$ cat src/rtl/serr_pkg.sv
package serr_pkg;

  typedef enum logic {
    WK_IDLE = 1'b0,
    WK_RUN  = 1'b1
  } walk_state_e;

  function automatic int unsigned bits_for(input int unsigned n);
    return (n > 1) ? $clog2(n) : 1;
  endfunction

endpackage

$ cat src/rtl/serr_walker.sv
module serr_walker
  import serr_pkg::*;
#(
  parameter int unsigned FPW    = 4,
  parameter int unsigned ADDR_W = 2,
  parameter int unsigned SECT_W = 5,
  parameter int unsigned LANE_W = 2
) (
  input  logic              clk,
  input  logic              rst,
  input  logic              start,
  input  logic [SECT_W-1:0] sector_cnt,
  output logic              rd_en,
  output logic [ADDR_W-1:0] rd_addr,
  output logic              vld_q,
  output logic              last_q,
  output logic [LANE_W-1:0] lane_q,
  output logic              clr,
  output logic              zero_req
);

  walk_state_e       state;
  logic [SECT_W-1:0] remain;
  logic [LANE_W-1:0] lane;
  logic [ADDR_W-1:0] addr;
  logic              accept;

  // a scan is in flight while reading or while the last word is still being folded
  assign accept   = start && (state == WK_IDLE) && !vld_q;
  assign clr      = accept;
  assign zero_req = accept && (sector_cnt == '0);
  assign rd_en    = (state == WK_RUN);
  assign rd_addr  = addr;

  always_ff @(posedge clk) begin
    if (rst) begin
      state  <= WK_IDLE;
      remain <= '0;
      lane   <= '0;
      addr   <= '0;
      vld_q  <= 1'b0;
      last_q <= 1'b0;
      lane_q <= '0;
    end else begin
      vld_q  <= rd_en;
      last_q <= rd_en && (remain == SECT_W'(1));
      lane_q <= lane;
      if (accept && (sector_cnt != '0)) begin
        state  <= WK_RUN;
        remain <= sector_cnt;
        lane   <= '0;
        addr   <= '0;
      end else if (state == WK_RUN) begin
        remain <= remain - SECT_W'(1);
        if (remain == SECT_W'(1)) begin
          state <= WK_IDLE;
        end
        if (lane == LANE_W'(FPW - 1)) begin
          lane <= '0;
          addr <= addr + ADDR_W'(1);
        end else begin
          lane <= lane + LANE_W'(1);
        end
      end
    end
  end

endmodule

$ cat src/rtl/serr_field_pick.sv
module serr_field_pick #(
  parameter int unsigned WORD_W     = 32,
  parameter int unsigned FIELD_W    = 6,
  parameter int unsigned FIELD_STEP = 8,
  parameter int unsigned FPW        = 4,
  parameter int unsigned LANE_W     = 2
) (
  input  logic [WORD_W-1:0]  word,
  input  logic [LANE_W-1:0]  lane,
  output logic [FIELD_W-1:0] field,
  output logic               bad
);

  logic [FIELD_W-1:0] lanes [FPW];

  for (genvar g = 0; g < FPW; g++) begin : g_lane
    assign lanes[g] = word[g*FIELD_STEP +: FIELD_W];
  end

  always_comb begin
    field = '0;
    for (int i = 0; i < FPW; i++) begin
      if (lane == LANE_W'(i)) begin
        field = lanes[i];
      end
    end
  end

  assign bad = &field;

endmodule

$ cat src/rtl/serr_accum.sv
module serr_accum #(
  parameter int unsigned FIELD_W = 6,
  parameter int unsigned SECT_W  = 5,
  parameter int unsigned SUM_W   = 11
) (
  input  logic               clk,
  input  logic               rst,
  input  logic               clr,
  input  logic               zero_req,
  input  logic               vld,
  input  logic               last,
  input  logic [FIELD_W-1:0] field,
  input  logic               bad,
  output logic [SUM_W-1:0]   corr_total,
  output logic [SECT_W-1:0]  fail_cnt,
  output logic [FIELD_W-1:0] max_flips,
  output logic               done
);

  always_ff @(posedge clk) begin
    if (rst) begin
      corr_total <= '0;
      fail_cnt   <= '0;
      max_flips  <= '0;
      done       <= 1'b0;
    end else begin
      done <= zero_req || (vld && last);
      if (clr) begin
        corr_total <= '0;
        fail_cnt   <= '0;
        max_flips  <= '0;
      end else if (vld) begin
        if (bad) begin
          fail_cnt <= fail_cnt + SECT_W'(1);
        end else begin
          corr_total <= corr_total + SUM_W'(field);
          if (field > max_flips) begin
            max_flips <= field;
          end
        end
      end
    end
  end

endmodule

$ cat src/rtl/sector_err_reducer.sv
module sector_err_reducer
  import serr_pkg::*;
#(
  parameter int unsigned WORD_W     = 32,
  parameter int unsigned FIELD_W    = 6,
  parameter int unsigned FIELD_STEP = 8,
  parameter int unsigned FPW        = 4,
  parameter int unsigned MAX_SECT   = 16,
  localparam int unsigned SECT_W    = bits_for(MAX_SECT + 1),
  localparam int unsigned NWORDS    = (MAX_SECT + FPW - 1) / FPW,
  localparam int unsigned ADDR_W    = bits_for(NWORDS),
  localparam int unsigned SUM_W     = FIELD_W + SECT_W
) (
  input  logic               clk,
  input  logic               rst,
  input  logic               start,
  input  logic [SECT_W-1:0]  sector_cnt,
  output logic               rd_en,
  output logic [ADDR_W-1:0]  rd_addr,
  input  logic [WORD_W-1:0]  rd_data,
  output logic [SUM_W-1:0]   corr_total,
  output logic [SECT_W-1:0]  fail_cnt,
  output logic [FIELD_W-1:0] max_flips,
  output logic               done
);

  localparam int unsigned LANE_W = bits_for(FPW);

  logic              vld_q;
  logic              last_q;
  logic [LANE_W-1:0] lane_q;
  logic              clr;
  logic              zero_req;
  logic [FIELD_W-1:0] field;
  logic              bad;

  serr_walker #(
    .FPW(FPW), .ADDR_W(ADDR_W), .SECT_W(SECT_W), .LANE_W(LANE_W)
  ) walker_i (
    .clk(clk), .rst(rst), .start(start), .sector_cnt(sector_cnt),
    .rd_en(rd_en), .rd_addr(rd_addr), .vld_q(vld_q), .last_q(last_q),
    .lane_q(lane_q), .clr(clr), .zero_req(zero_req)
  );

  serr_field_pick #(
    .WORD_W(WORD_W), .FIELD_W(FIELD_W), .FIELD_STEP(FIELD_STEP),
    .FPW(FPW), .LANE_W(LANE_W)
  ) pick_i (
    .word(rd_data), .lane(lane_q), .field(field), .bad(bad)
  );

  serr_accum #(
    .FIELD_W(FIELD_W), .SECT_W(SECT_W), .SUM_W(SUM_W)
  ) accum_i (
    .clk(clk), .rst(rst), .clr(clr), .zero_req(zero_req), .vld(vld_q),
    .last(last_q), .field(field), .bad(bad), .corr_total(corr_total),
    .fail_cnt(fail_cnt), .max_flips(max_flips), .done(done)
  );

endmodule

$ cat config.mk
export PLATFORM = sky130hd
export DESIGN_NAME = sector_err_reducer
export DESIGN_NICKNAME = d
export VERILOG_FILES = /design/src/rtl/serr_pkg.sv /design/src/rtl/serr_walker.sv /design/src/rtl/serr_field_pick.sv /design/src/rtl/serr_accum.sv /design/src/rtl/sector_err_reducer.sv
export SDC_FILE = /design/constraint.sdc
export NUM_CORES = 1
export LEC_CHECK = 0
export ABC_AREA = 0
export ABC_CLOCK_PERIOD_IN_PS = 2740
export BUFFER_PORTS_ARGS = -buffer_cell sky130_fd_sc_hd__buf_2
export CAP_MARGIN = 15
export CORE_UTILIZATION = 34
export CTS_CLUSTER_SIZE = 20
export DETAILED_ROUTE_END_ITERATION = 10
export GPL_ROUTABILITY_DRIVEN = 0
export SLEW_MARGIN = 15
export SYNTH_ARGS = -nofsm -noshare
export SYNTH_HDL_FRONTEND = slang
export SYNTH_SLANG_ARGS = --single-unit
$ cat constraint.sdc
create_clock -name clk -period 2.74 [get_ports clk]
set_input_delay 0.411 -clock clk [delete_from_list [all_inputs] [get_ports clk]]
set_output_delay 0.411 -clock clk [all_outputs]
set_load 0.005 [all_outputs]
[Yosys cells after proc, flatten, opt, wreduce, memory -nomap -nowiden]
Index checks and enable logic that the tools add are counted.
Operators by class
  bitwise logic cells: 2
  order comparisons: 1
  eq/ne operators: 5
  reductions and logical operators: 19
  muxes and demuxes: 10
  add/sub/neg operators: 5
Operator list (number)
  $mux 6: 4
  $add 11x6->11: 1
  $mux 5: 2
  $reduce_and 7->1: 1
  $eq 2x2->1 const B: 3
  $gt 6x6->1: 1
  $logic_and 1x1->1: 6
  $reduce_and 6->1: 1
  $add 5x1->5 const B: 1
  $eq 5x1->1 const B: 1
  $logic_not 5->1: 1
  $reduce_bool 5->1: 1
  $sub 5x1->5 const B: 1
  $add 2x1->2 const B: 2
  $reduce_and 2->1: 2
  $reduce_or 2->1: 2
  $mux 1: 3
  $reduce_and 3->1: 1
  $eq 2x1->1 const B: 1
  $logic_not 2->1: 1
  $mux 2: 1
  $not 1->1: 2
  $reduce_bool 2->1: 1
  $logic_not 1->1: 1
  $logic_or 1x1->1: 1
Word-level totals
  register bits: 37
  word-level logic and storage cells: 53

[Longest topological paths before layout]
Gate-level depths: netlist of run 1.
  depth in word-level cells: 8
  gate-level depth with buffers: 9
  depth with buffers taken out: 8

[By module]
A second synthesis of run 1 with hierarchy kept.
Unflattened totals
  cell total of the unflattened synthesis: 242
  area total of the unflattened synthesis: 2203.4 um^2
Modules (own cells, without submodules)
  serr_accum: times used 1, area an instance 1311.3 um^2, cells each 152
  serr_walker: times used 1, area an instance 732.0 um^2, cells each 80
  serr_field_pick: times used 1, area an instance 160.2 um^2, cells each 10

[Worst setup path after synthesis of run 1]
OpenSTA, ideal clock, no wires.
  path type: reg-to-reg
  start point: reg walker_i.lane_q[0]
  end point: reg accum_i.corr_total[10]
  required time: 2608 ps
  slack: 118 ps
  arrival: 2490 ps
  cell stages (with the launch flop): 10
  path through: dfxtp_1 buf_6 mux4_2 ha_1 fa_1 a211oi_1 o21bai_1 a21oi_1 or4_1 a21oi_1
On the way
  longest elaborated chain between the ends: 8
  elaborated cells on any way between the ends: 12
  classes of those cells: add/sub (1); eq/ne (3); mux (4); bitwise (1); reduce/logical (3)
RTL lines
  start: declaration: RTL line serr_walker.sv:17  | output logic [LANE_W-1:0] lane_q,
  start signal: assignment: RTL line serr_walker.sv:47  | lane_q <= lane;
  $logic_not 2->1: RTL line serr_field_pick.sv:23  | if (lane == LANE_W'(i)) begin
  $mux 6 (3 in a row): RTL line serr_field_pick.sv:23
  $mux 6 *: RTL line serr_field_pick.sv:23
  named net accum_i.field[0]: RTL line serr_accum.sv:12  | input logic [FIELD_W-1:0] field,
  parallel branches: the longest is 3 deep, another holds $add 11x6->11
  end signal: assignment: RTL line serr_accum.sv:36  | corr_total <= corr_total + SUM_W'(field);
  end: declaration: RTL line serr_accum.sv:14  | output logic [SUM_W-1:0] corr_total,
Mark *: on every way through the listed nets, which the timed path passes.
A chain may end at the register's enable or synchronous reset.

[Worst setup path after layout of run 1]
  start point: reg walker_i.lane_q[0]
  end point: reg accum_i.max_flips[5]
On the way
  longest elaborated chain between the ends: 8
  elaborated cells on any way between the ends: 12
  classes of those cells: order compare (1); eq/ne (3); mux (4); bitwise (1); reduce/logical (3)
RTL lines
  $logic_not 2->1: RTL line serr_field_pick.sv:23
  $mux 6 (3 in a row): RTL line serr_field_pick.sv:23
  $mux 6 *: RTL line serr_field_pick.sv:23
  named net accum_i.field[1]: RTL line serr_accum.sv:12
  parallel branches: the longest is 2 deep, another holds $gt 6x6->1
  $reduce_and 3->1 (no line) *
  end signal: assignment: RTL line serr_accum.sv:38  | max_flips <= field;
  end: declaration: RTL line serr_accum.sv:16  | output logic [FIELD_W-1:0] max_flips,
Marked as above.

==> flow_metrics.py, run 1 <==
metrics = {
    "outcome": {
        "status": "finished, final reports clean",
    },
    "power": {
        "ir_worst_vdd_mv": 0.313,
        "p_sw_share_pct": 30.0,
        "seqPwrFrac_pct": 47.7,
        "internal_power_mw": 0.858,
        "p_comb_share_pct": 21.4,
        "p_leak_nw": 1.09,
        "clock_power_share_pct": 30.8,
        "powerDensity_mw_per_mm2": 465,
        "switchingPower_mw": 0.368,
    },
    "layout": {
        "diodes": 0,
        "nNetsFinal": 353,
        "multi_input_area_mm2": 0.00130,
        "utilization_pct": 44.8,
        "area_growth_pct": 27.8,
        "final_cells": 372,
        "drive_gt1_share_pct": 31.6,
        "fill_cells": 583,
        "seqCellArea_um2": 741,
    },
    "sta": {
        "rsz0062_at_grt": "true",
        "fin_hold_ws_ns": 0.384,
        "period_needed_ns": 2.57,
        "slew_headroom_pct": 32.6,
        "setup_violations": 0,
        "fin_worst_skew_ns": 0.00874,
        "worstMarginPinSlew_ns": 1.00,
        "slew_violations": 0,
        "fmax_mhz": 389,
        "final_hold_viol_count": 0,
        "fin_crit_sh_pct": 93.7,
        "tns_ns": 0,
    },
    "route": {
        "dr.pass1.iters": 4,
        "via_per_inst": 5.14,
        "totalWireLength_mm": 4.94,
        "routed-via-count": 1911,
        "wire_per_inst_um": 13.3,
        "drtIter0Drc": 74,
        "drc": 0,
        "ant_nets": 0,
    },
    "synth": {
        "synth_fa_ha_area_share_pct": 10.7,
        "synth_top_family_by_area": "compound AO/OA/AOI/OAI gates",
        "ys_top_cells_by_area": "dfxtp_1 (36%), ha_1 (9.7%), mux4_2 (6.5%)",
        "synth_top_flop_cell": "dfxtp_1",
        "ys_seq_elements": 37,
        "yosys.area_share.simple_pct": 17.0,
        "synth_xor_area_share_pct": 4.67,
        "avgSynthCellArea_um2": 9.05,
        "synth_compound_area_share_pct": 20.3,
        "yosysTopAreaCellShare_pct": 35.9,
        "synthTopCellsByCount": "dfxtp_1 (37), a21oi_1 (25), nor2_1 (18)",
        "synth.most_common_cell": "dfxtp_1",
        "synth_cell_types": 45,
        "syn-num-nets": 285,
        "synth_edf_count": 0,
        "synth.area.mux_share_pct": 7.52,
        "yosysTopAreaCell": "dfxtp_1",
        "synth-seq-area-share_pct": 35.9,
        "syn_inst": 228,
        "yosysWarnings": 0,
        "synth_area_mm2": 0.00206,
        "async_reset_ff_share_pct": 0,
    },
    "global_route": {
        "grt_max_degree": 23,
        "grtUsageTotal_pct": 16.1,
        "grt_pass1_vias": 1801,
        "grt-ovfl-total": 0,
        "grt_pass1_wl_mm": 8.05,
        "antenna_found_initial": 0,
    },
    "clock_tree": {
        "cts_buffer_depth": 2,
        "clock-sinks": 37,
        "cts_tree": "done",
        "numCtsBuffers": 5,
        "clk_latency_ns": 0.29,
        "h-tree-depth": 2,
        "cts_root_buf": "clkbuf_8",
        "path_clk_slew_ns": 0.08,
        "postCtsSetupBuffers": 0,
    },
    "setup_path": {
        "crit_path_top_delay_cell": "mux4_2",
        "crit_required_ns": 2.97,
        "reg2reg_from": "walker_i.lane_q[0]",
        "rr_endpoint": "accum_i.max_flips[5]",
        "reg2reg_depth": 9,
        "crit_top_cell": "buf_4",
        "critPathCaptureType": "flop",
        "crit_type": "flop to flop",
        "cp-start-kind": "flop",
        "cpPeakStageDelay_ns": 0.59,
        "reg2reg_slack_ns": 0.17,
        "crit_chain": "buf_4 -> mux4_2 -> buf_4 -> ha_1 -> nor2b_1 -> o211ai_1 -> a41o_2 -> o21ai_0 -> a21oi_1",
        "arrival_ns": 2.79,
        "worstPathMaxFanout": 6,
    },
    "floorplan": {
        "num_rows": 28,
        "fp.coreArea_mm2": 0.00589,
        "die_w_um": 79.9,
        "start_util_pct": 35.1,
        "die_area_mm2": 0.00638,
        "ioPinCount": 66,
        "fp.dieH_um": 79.9,
    },
    "place": {
        "port-buffer-count": 57,
        "dp_cells": 364,
        "hpwl_mm": 3.73,
    },
    "hold_path": {
        "min_to": "walker_i.remain[1]",
        "hp-start": "sector_cnt[1]",
        "whs_path_depth": 3,
        "hold_path_class": "input pin to flop",
    },
    "run": {
        "drv_cap": 0,
    },
}
through the flow:
step,area [um^2],power (mW),setup slack [ns]
after global routing,2640,1.30,-0.00792
final,2640,1.23,0.172
after floorplan,2060,0.760,0.118
after detailed placement,2490,0.848,0.0584
after CTS,2580,1.23,0.0206
after global placement,2490,0.847,0.0860
repair_timing:
item | 4_1_cts | 5_1_grt
setup endpoints to repair | 0 | 12
resized for setup | 0 | 8
endpoints found under the hold margin | 0 | 0
hold buffers | 0 | 0
layout make-up:
| class | instances | area share, % |
|---|---|---|
| multi-input cells | 172 | 49.3 |
| flip-flops and latches | 37 | 28.1 |
| clock buffers | 5 | 2.61 |
| repair buffers | 69 | 14.2 |
| well taps | 75 | 3.56 |
| clock inverters | 3 | 0.664 |
| inverters | 11 | 1.57 |
kinds of logic (layout without fill, tap and decap cells):
group                      after synthesis  after routing
and+or+nand+nor                         69             69
AOI/OAI and AO/OA                       67             67
DFF                                     37             37
buffers and inverters                   19             88
adders and majority gates               17             17
xor gates and xnor gates                11             11
muxes                                    8              8
how the worst max path moves through the flow:
stage / slack, ns / end / depth (start not counted) / startpoint
4_1_cts: 0.02 / accum_i.corr_total[9] / 8 / walker_i.lane_q[0]
3_5_place_dp: 0.06 / accum_i.corr_total[9] / 8 / walker_i.lane_q[0]
2_1_floorplan: 0.12 / accum_i.corr_total[10] / 9 / walker_i.lane_q[0]
3_3_place_gp: 0.09 / accum_i.corr_total[6] / 10 / rd_data[24]
5_1_grt: -0.008 / accum_i.max_flips[4] / 9 / walker_i.lane_q[0]
6_report: 0.17 / accum_i.max_flips[5] / 9 / walker_i.lane_q[0]
state kept, by name, indices dropped and copies added, names as in the netlist:
signal,count
walker_i.rd_en,1
accum_i.fail_cnt,5
walker_i.vld_q,1
walker_i.remain,5
accum_i.max_flips,6
walker_i.last_q,1
accum_i.corr_total,11
accum_i.done,1
walker_i.rd_addr,2
walker_i.lane_q,2
walker_i.lane,2
layer usage:
metal	wire, um	up-vias	global-route usage [%]
li1	-	975	-
met5	0	-	0
met3	272	9	4.91
met2	2430	39	27.9
met4	61	0	5.54
met1	2180	888	18.7
power groups by stage:
stage,sequential (mW),combinational (mW),clock (mW)
after global routing,0.590,0.298,0.409
after floorplan,0.587,0.173,0
after CTS,0.584,0.254,0.389
after detailed placement,0.597,0.251,0
after global placement,0.597,0.249,0
final,0.585,0.263,0.378
worst max-delay path: cells and delay by family (launching register included):
kind	cells	cell delay, ns
flops	1	0.36
mux	1	0.59
simple gates	1	0.14
compound gates	4	0.75
fa+ha+maj	1	0.29
buf+inv	2	0.36
cell usage in the layout, fill, tap and decap left out, drive strengths merged, types with 3 or more instances in the layout:
cell type | synthesis | routed
buf | 4 | 69
dfxtp | 37 | 37
a21oi | 25 | 25
nor2 | 18 | 18
nand2 | 16 | 16
ha | 16 | 16
o21ai | 13 | 13
nand3 | 12 | 12
inv | 11 | 11
mux4 | 6 | 6
xnor2 | 6 | 6
nor3 | 5 | 5
xor2 | 5 | 5
clkbuf | 4 | 5
a21o | 4 | 4
o211ai | 4 | 4
a211oi | 4 | 4
nor2b | 3 | 3
o31ai | 3 | 3
or4 | 3 | 3
or3 | 3 | 3
(Power assumes the default switching activity.)
==> run 2, diff against run 1 <==
Settings changed: CORE_UTILIZATION 34 to 42, PLACE_DENSITY from default to 0.71.
==> run 2 against run 1 <==
Final area fell by 0.95%. Via count grew 0.58%. Non-clock buffer count increased by 1. Cell count is 1.9% lower. Hold slack worse by 0.0081 ns. Power grew 1.8%. First-iteration DRC count increased by 22%. Largest power group unchanged.
==> flow_metrics.py, run 2 (synthesis results as in run 1) <==
metrics = {
    "outcome": {
        "status": "finished, final reports clean",
    },
    "floorplan": {
        "die_w_um": 72.1,
        "fp.coreArea_mm2": 0.00472,
        "start_util_pct": 43.7,
        "fp.dieH_um": 72.1,
        "num_rows": 25,
        "die_area_mm2": 0.00520,
        "ioPinCount": 66,
    },
    "clock_tree": {
        "clock-sinks": 37,
        "path_clk_slew_ns": 0.07,
        "h-tree-depth": 2,
        "numCtsBuffers": 5,
        "clk_latency_ns": 0.30,
        "cts_buffer_depth": 2,
        "cts_tree": "done",
        "cts_root_buf": "clkbuf_8",
    },
    "setup_path": {
        "cp-start-kind": "flop",
        "crit_chain": "buf_4 -> mux4_2 -> ha_1 -> a211oi_1 -> o21bai_1 -> a31oi_1 -> or4_1 -> a21oi_1",
        "worstPathMaxFanout": 4,
        "cp_num_buf_inv": 1,
        "crit_required_ns": 2.97,
        "arrival_ns": 2.80,
        "crit_family": "compound AO/OA/AOI/OAI gates",
        "crit_type": "flop to flop",
        "critPathCaptureType": "flop",
        "cpPeakStageDelay_ns": 0.57,
        "crit_path_top_delay_cell": "mux4_2",
    },
    "layout": {
        "top_register": "accum_i.corr_total",
        "reg.largest.list": "accum_i.corr_total: 11 flops, accum_i.max_flips: 6 flops",
        "utilization_pct": 55.3,
        "diodes": 0,
        "final_cell_mix": "buf_2 (57), dfxtp_1 (36), a21oi_1 (25)",
        "nNetsFinal": 354,
        "fill_cells": 460,
        "final_common_cell": "buf_2",
        "area_growth_pct": 26.6,
        "design_area_mm2": 0.00261,
        "multi_input_area_mm2": 0.00127,
        "largest_reg_flops": 11,
        "drive_gt1_share_pct": 30.2,
        "seqCellArea_um2": 742,
    },
    "global_route": {
        "grt_pass1_wl_mm": 7.79,
        "grtUsageMet3_pct": 6.25,
        "busiest_layer": "met2",
        "use_met2_pct": 33.0,
        "antenna_found_initial": 0,
        "use_met1_pct": 23.1,
        "grt_pass1_vias": 1724,
        "grt-ovfl-total": 0,
        "grt_max_degree": 23,
        "grtUsageTotal_pct": 19.5,
    },
    "sta": {
        "fin_crit_sh_pct": 93.9,
        "slew_violations": 0,
        "fmax_mhz": 389,
        "setup_violations": 0,
        "tns_ns": 0,
        "worstMarginPinSlew_ns": 0.939,
        "rsz0062_at_grt": "false",
        "fin_worst_skew_ns": 0.00709,
        "fin_hold_ws_ns": 0.376,
        "slew_headroom_pct": 37.0,
        "final_hold_viol_count": 0,
        "period_needed_ns": 2.57,
    },
    "power": {
        "p_sw_share_pct": 29.4,
        "ir_worst_vdd_mv": 0.268,
        "p_leak_nw": 1.10,
        "clock_power_share_pct": 32.7,
        "p_comb_share_pct": 20.3,
        "seqPwrFrac_pct": 47.0,
        "total_power_mw": 1.25,
        "switchingPower_mw": 0.367,
        "powerDensity_mw_per_mm2": 478,
        "internal_power_mw": 0.882,
    },
    "route": {
        "ant_nets": 0,
        "dr.pass1.iters": 4,
        "wire_per_inst_um": 13.4,
        "via_per_inst": 5.27,
        "totalWireLength_mm": 4.89,
        "drc": 0,
        "drtIter0Drc": 90,
        "routed-via-count": 1922,
    },
    "place": {
        "port-buffer-count": 57,
        "place_area_mm2": 0.00249,
        "hpwl_mm": 3.67,
    },
    "hold_path": {
        "hold_path_class": "input pin to flop",
    },
    "run": {
        "drv_cap": 0,
    },
}
-- run 2: final timing paths --
path / endpoint / slack [ns] / from / cells past startpoint
setup reg to reg: accum_i.corr_total[9] / 0.17 / walker_i.lane_q[0] / 8
hold reg to reg: accum_i.corr_total[10] / 0.48 / accum_i.corr_total[10] / 2
setup / recovery: accum_i.corr_total[9] / 0.17 / walker_i.lane_q[0] / 8
hold / removal: walker_i.remain[1] / 0.38 / sector_cnt[1] / 3
-- run 2: cell type report --
type | count | area share (%)
Timing Repair Buffer | 70 | 14.7
Multi-Input combinational cell | 172 | 48.5
Inverter | 11 | 1.58
Tap cell | 67 | 3.21
Clock buffer | 6 | 3.16
Clock inverter | 2 | 0.527
Sequential cell | 37 | 28.4
-- run 2: metal layers --
layer  up-vias  wire length, um
met5         -                0
met4         0               84
met3         9              257
met2        41             2390
met1       887             2160
li1        985                -
-- run 2: what timing repair did --
item,CTS,global route
endpoints found under the setup margin,0,4
hold buffers,0,0
buffers inserted,0,0
gates resized for setup,0,4
-- run 2: power groups by stage --
stage / sequential [mW] / clock [mW] / combinational, mW
2_1_floorplan: 0.587 / 0 / 0.173
3_3_place_gp: 0.597 / 0 / 0.241
3_5_place_dp: 0.598 / 0 / 0.246
4_1_cts: 0.585 / 0.424 / 0.248
5_1_grt: 0.590 / 0.444 / 0.284
6_report: 0.586 / 0.408 / 0.254
-- run 2: stage by stage --
| step | worst slack, ns | std cells |
|---|---|---|
| after floorplan | 0.118 | 228 |
| after global placement | 0.103 | 357 |
| after detailed placement | 0.0932 | 357 |
| after CTS | 0.0500 | 365 |
| after global routing | 0.0394 | 365 |
| final | 0.168 | 365 |
-- run 2: worst reg2reg max path, stage by stage, from the launching register on --
cell      delay, ns
dfxtp_2        0.37
buf_4          0.15
mux4_2         0.57
ha_1           0.32
a211oi_1       0.09
o21bai_1       0.20
a31oi_1        0.17
or4_1          0.49
a21oi_1        0.14
==> run 3, diff against run 2 <==
Settings changed: CORE_UTILIZATION 42 to 46, PLACE_DENSITY 0.71 to 0.76.
==> run 3 against run 2 <==
Wire length increased by 0.10%. Flip-flop and latch count unchanged. Register-to-register slack got worse by 0.04 ns. Clock skew decreased by 0.0039 ns. Power increased by 3.8%. Critical path depth decreased by 1. Largest cell class unchanged. Die area decreased by 8.5%. Critical endpoint unchanged. Final area decreased by 1.2%. Non-clock buffer count decreased by 2.
==> flow_metrics.py, run 3 (synthesis results as in run 1) <==
metrics = {
    "power": {
        "powerDensity_mw_per_mm2": 502,
        "ir_worst_vdd_mv": 0.397,
        "p_leak_nw": 1.09,
    },
    "floorplan": {
        "fp.coreArea_mm2": 0.00414,
        "start_util_pct": 49.8,
        "die_area_mm2": 0.00476,
        "ioPinCount": 66,
        "fp.dieH_um": 69.0,
        "die_w_um": 69.0,
        "num_rows": 23,
    },
    "layout": {
        "seqCellArea_um2": 746,
        "multi_input_area_mm2": 0.00126,
        "area_growth_pct": 25.0,
        "largest_reg_flops": 11,
        "final_cells": 345,
        "drive_gt1_share_pct": 29.8,
        "top_register": "accum_i.corr_total",
        "diodes": 0,
        "final_cell_mix": "buf_2 (57), dfxtp_1 (35), a21oi_1 (25)",
        "reg.largest.list": "accum_i.corr_total: 11 flops, accum_i.max_flips: 6 flops",
        "final_common_cell": "buf_2",
        "fill_cells": 384,
        "nNetsFinal": 352,
    },
    "setup_path": {
        "crit_type": "flop to flop",
        "cpPeakStageDelay_ns": 0.59,
        "worstPathMaxFanout": 5,
        "critPathCaptureType": "flop",
        "arrival_ns": 2.83,
        "crit_chain": "mux4_2 -> ha_1 -> o21ai_1 -> o21bai_1 -> a31oi_1 -> or4_1 -> a21oi_1",
        "cp-start-kind": "flop",
        "crit_path_top_delay_cell": "mux4_2",
        "cp_num_buf_inv": 0,
        "crit_required_ns": 2.96,
        "crit_family": "compound AO/OA/AOI/OAI gates",
    },
    "clock_tree": {
        "cts_buffer_depth": 2,
        "path_clk_slew_ns": 0.07,
        "clock-sinks": 37,
        "clk_latency_ns": 0.29,
        "numCtsBuffers": 5,
        "h-tree-depth": 2,
        "cts_root_buf": "clkbuf_8",
        "cts_tree": "done",
        "ctsHoldBuffers": 0,
    },
    "sta": {
        "tns_ns": 0,
        "worstMarginPinSlew_ns": 0.994,
        "fin_worst_skew_ns": 0.00320,
        "period_needed_ns": 2.62,
        "final_hold_viol_count": 0,
        "setup_violations": 0,
        "rsz0062_at_grt": "true",
        "slew_violations": 0,
        "fin_crit_sh_pct": 95.5,
        "fmax_mhz": 382,
        "slew_headroom_pct": 33.3,
    },
    "route": {
        "drc": 0,
        "ant_nets": 0,
        "via_per_inst": 5.63,
        "routed-via-count": 1942,
        "dr.pass1.iters": 4,
        "totalWireLength_mm": 4.89,
        "wire_per_inst_um": 14.2,
        "drtIter0Drc": 91,
    },
    "global_route": {
        "grt-ovfl-total": 0,
        "grt_max_degree": 15,
        "grt_pass1_vias": 1613,
        "use_met2_pct": 33.5,
        "use_met1_pct": 23.8,
        "grtUsageMet3_pct": 6.09,
        "antenna_found_initial": 0,
        "grtUsageTotal_pct": 20.5,
        "busiest_layer": "met2",
        "grt_pass1_wl_mm": 7.03,
    },
    "hold_path": {
        "hold_path_class": "input pin to flop",
    },
    "place": {
        "port-buffer-count": 57,
        "dp_cells": 337,
        "hpwl_mm": 3.74,
    },
    "run": {
        "drv_cap": 0,
    },
    "outcome": {
        "status": "finished, final reports clean",
    },
}
-- run 3: cell count changes in the layout (fill, tap and decap cells not counted), sizes merged --
cell / change
clkinv: -1
bufinv: +1
clkbuf: -1
buf: -2
-- run 3: per-layer routing --
layer	vias to the layer above	wire, um	share of wire, %
met4	0	97	2.0
met2	46	2490	51
met3	10	217	4.4
met5	-	0	0
met1	912	2090	43
li1	974	-	-
-- run 3: final cells by class --
type                            count  area share (%)
Timing Repair Buffer               68            14.3
Tap cell                           50            2.42
Clock buffer                        5            2.67
Inverter                           11            1.60
Clock inverter                      2            1.36
Sequential cell                    37            28.9
Multi-Input combinational cell    172            48.8
-- run 3: report_power, final --
part / total, mW / switching, mW / internal [mW]
clock network: 0.456 / 0.192 / 0.264
registers: 0.587 / 0.0280 / 0.559
logic: 0.253 / 0.135 / 0.118
-- run 3: tightest hold or removal path, cell delays in order --
cell and delay (ns):
buf_2 0.11, nand2_1 0.05, a21oi_1 0.05
-- run 3: repair_timing --
| item | CTS | global route |
|---|---|---|
| endpoints found under the setup margin | 5 | 6 |
| setup buffers | 0 | 1 |
| resized for setup | 1 | 4 |
-- run 3: worst paths after layout --
check / to / slack, ns / start / cells past startpoint
hold reg to reg: walker_i.lane_q[1] / 0.48 / walker_i.lane[1] / 1
setup / recovery: accum_i.corr_total[9] / 0.12 / walker_i.lane_q[0] / 7
hold / removal: walker_i.remain[1] / 0.37 / sector_cnt[1] / 3
setup reg to reg: accum_i.corr_total[9] / 0.12 / walker_i.lane_q[0] / 7
-- run 3: through the flow --
stage               setup slack [ns]  hold WS, ns  cell area, um^2  power (mW)  utilization [%]
floorplan                      0.118        0.452             2060       0.760                -
global placement              0.0350        0.458             2450       0.836             59.0
detailed placement           -0.0203        0.470             2450       0.844             59.0
CTS                           0.0686        0.371             2550        1.29             61.6
global route                 -0.0124        0.391             2580        1.36             62.3
finish                         0.124        0.374             2580        1.30             62.3
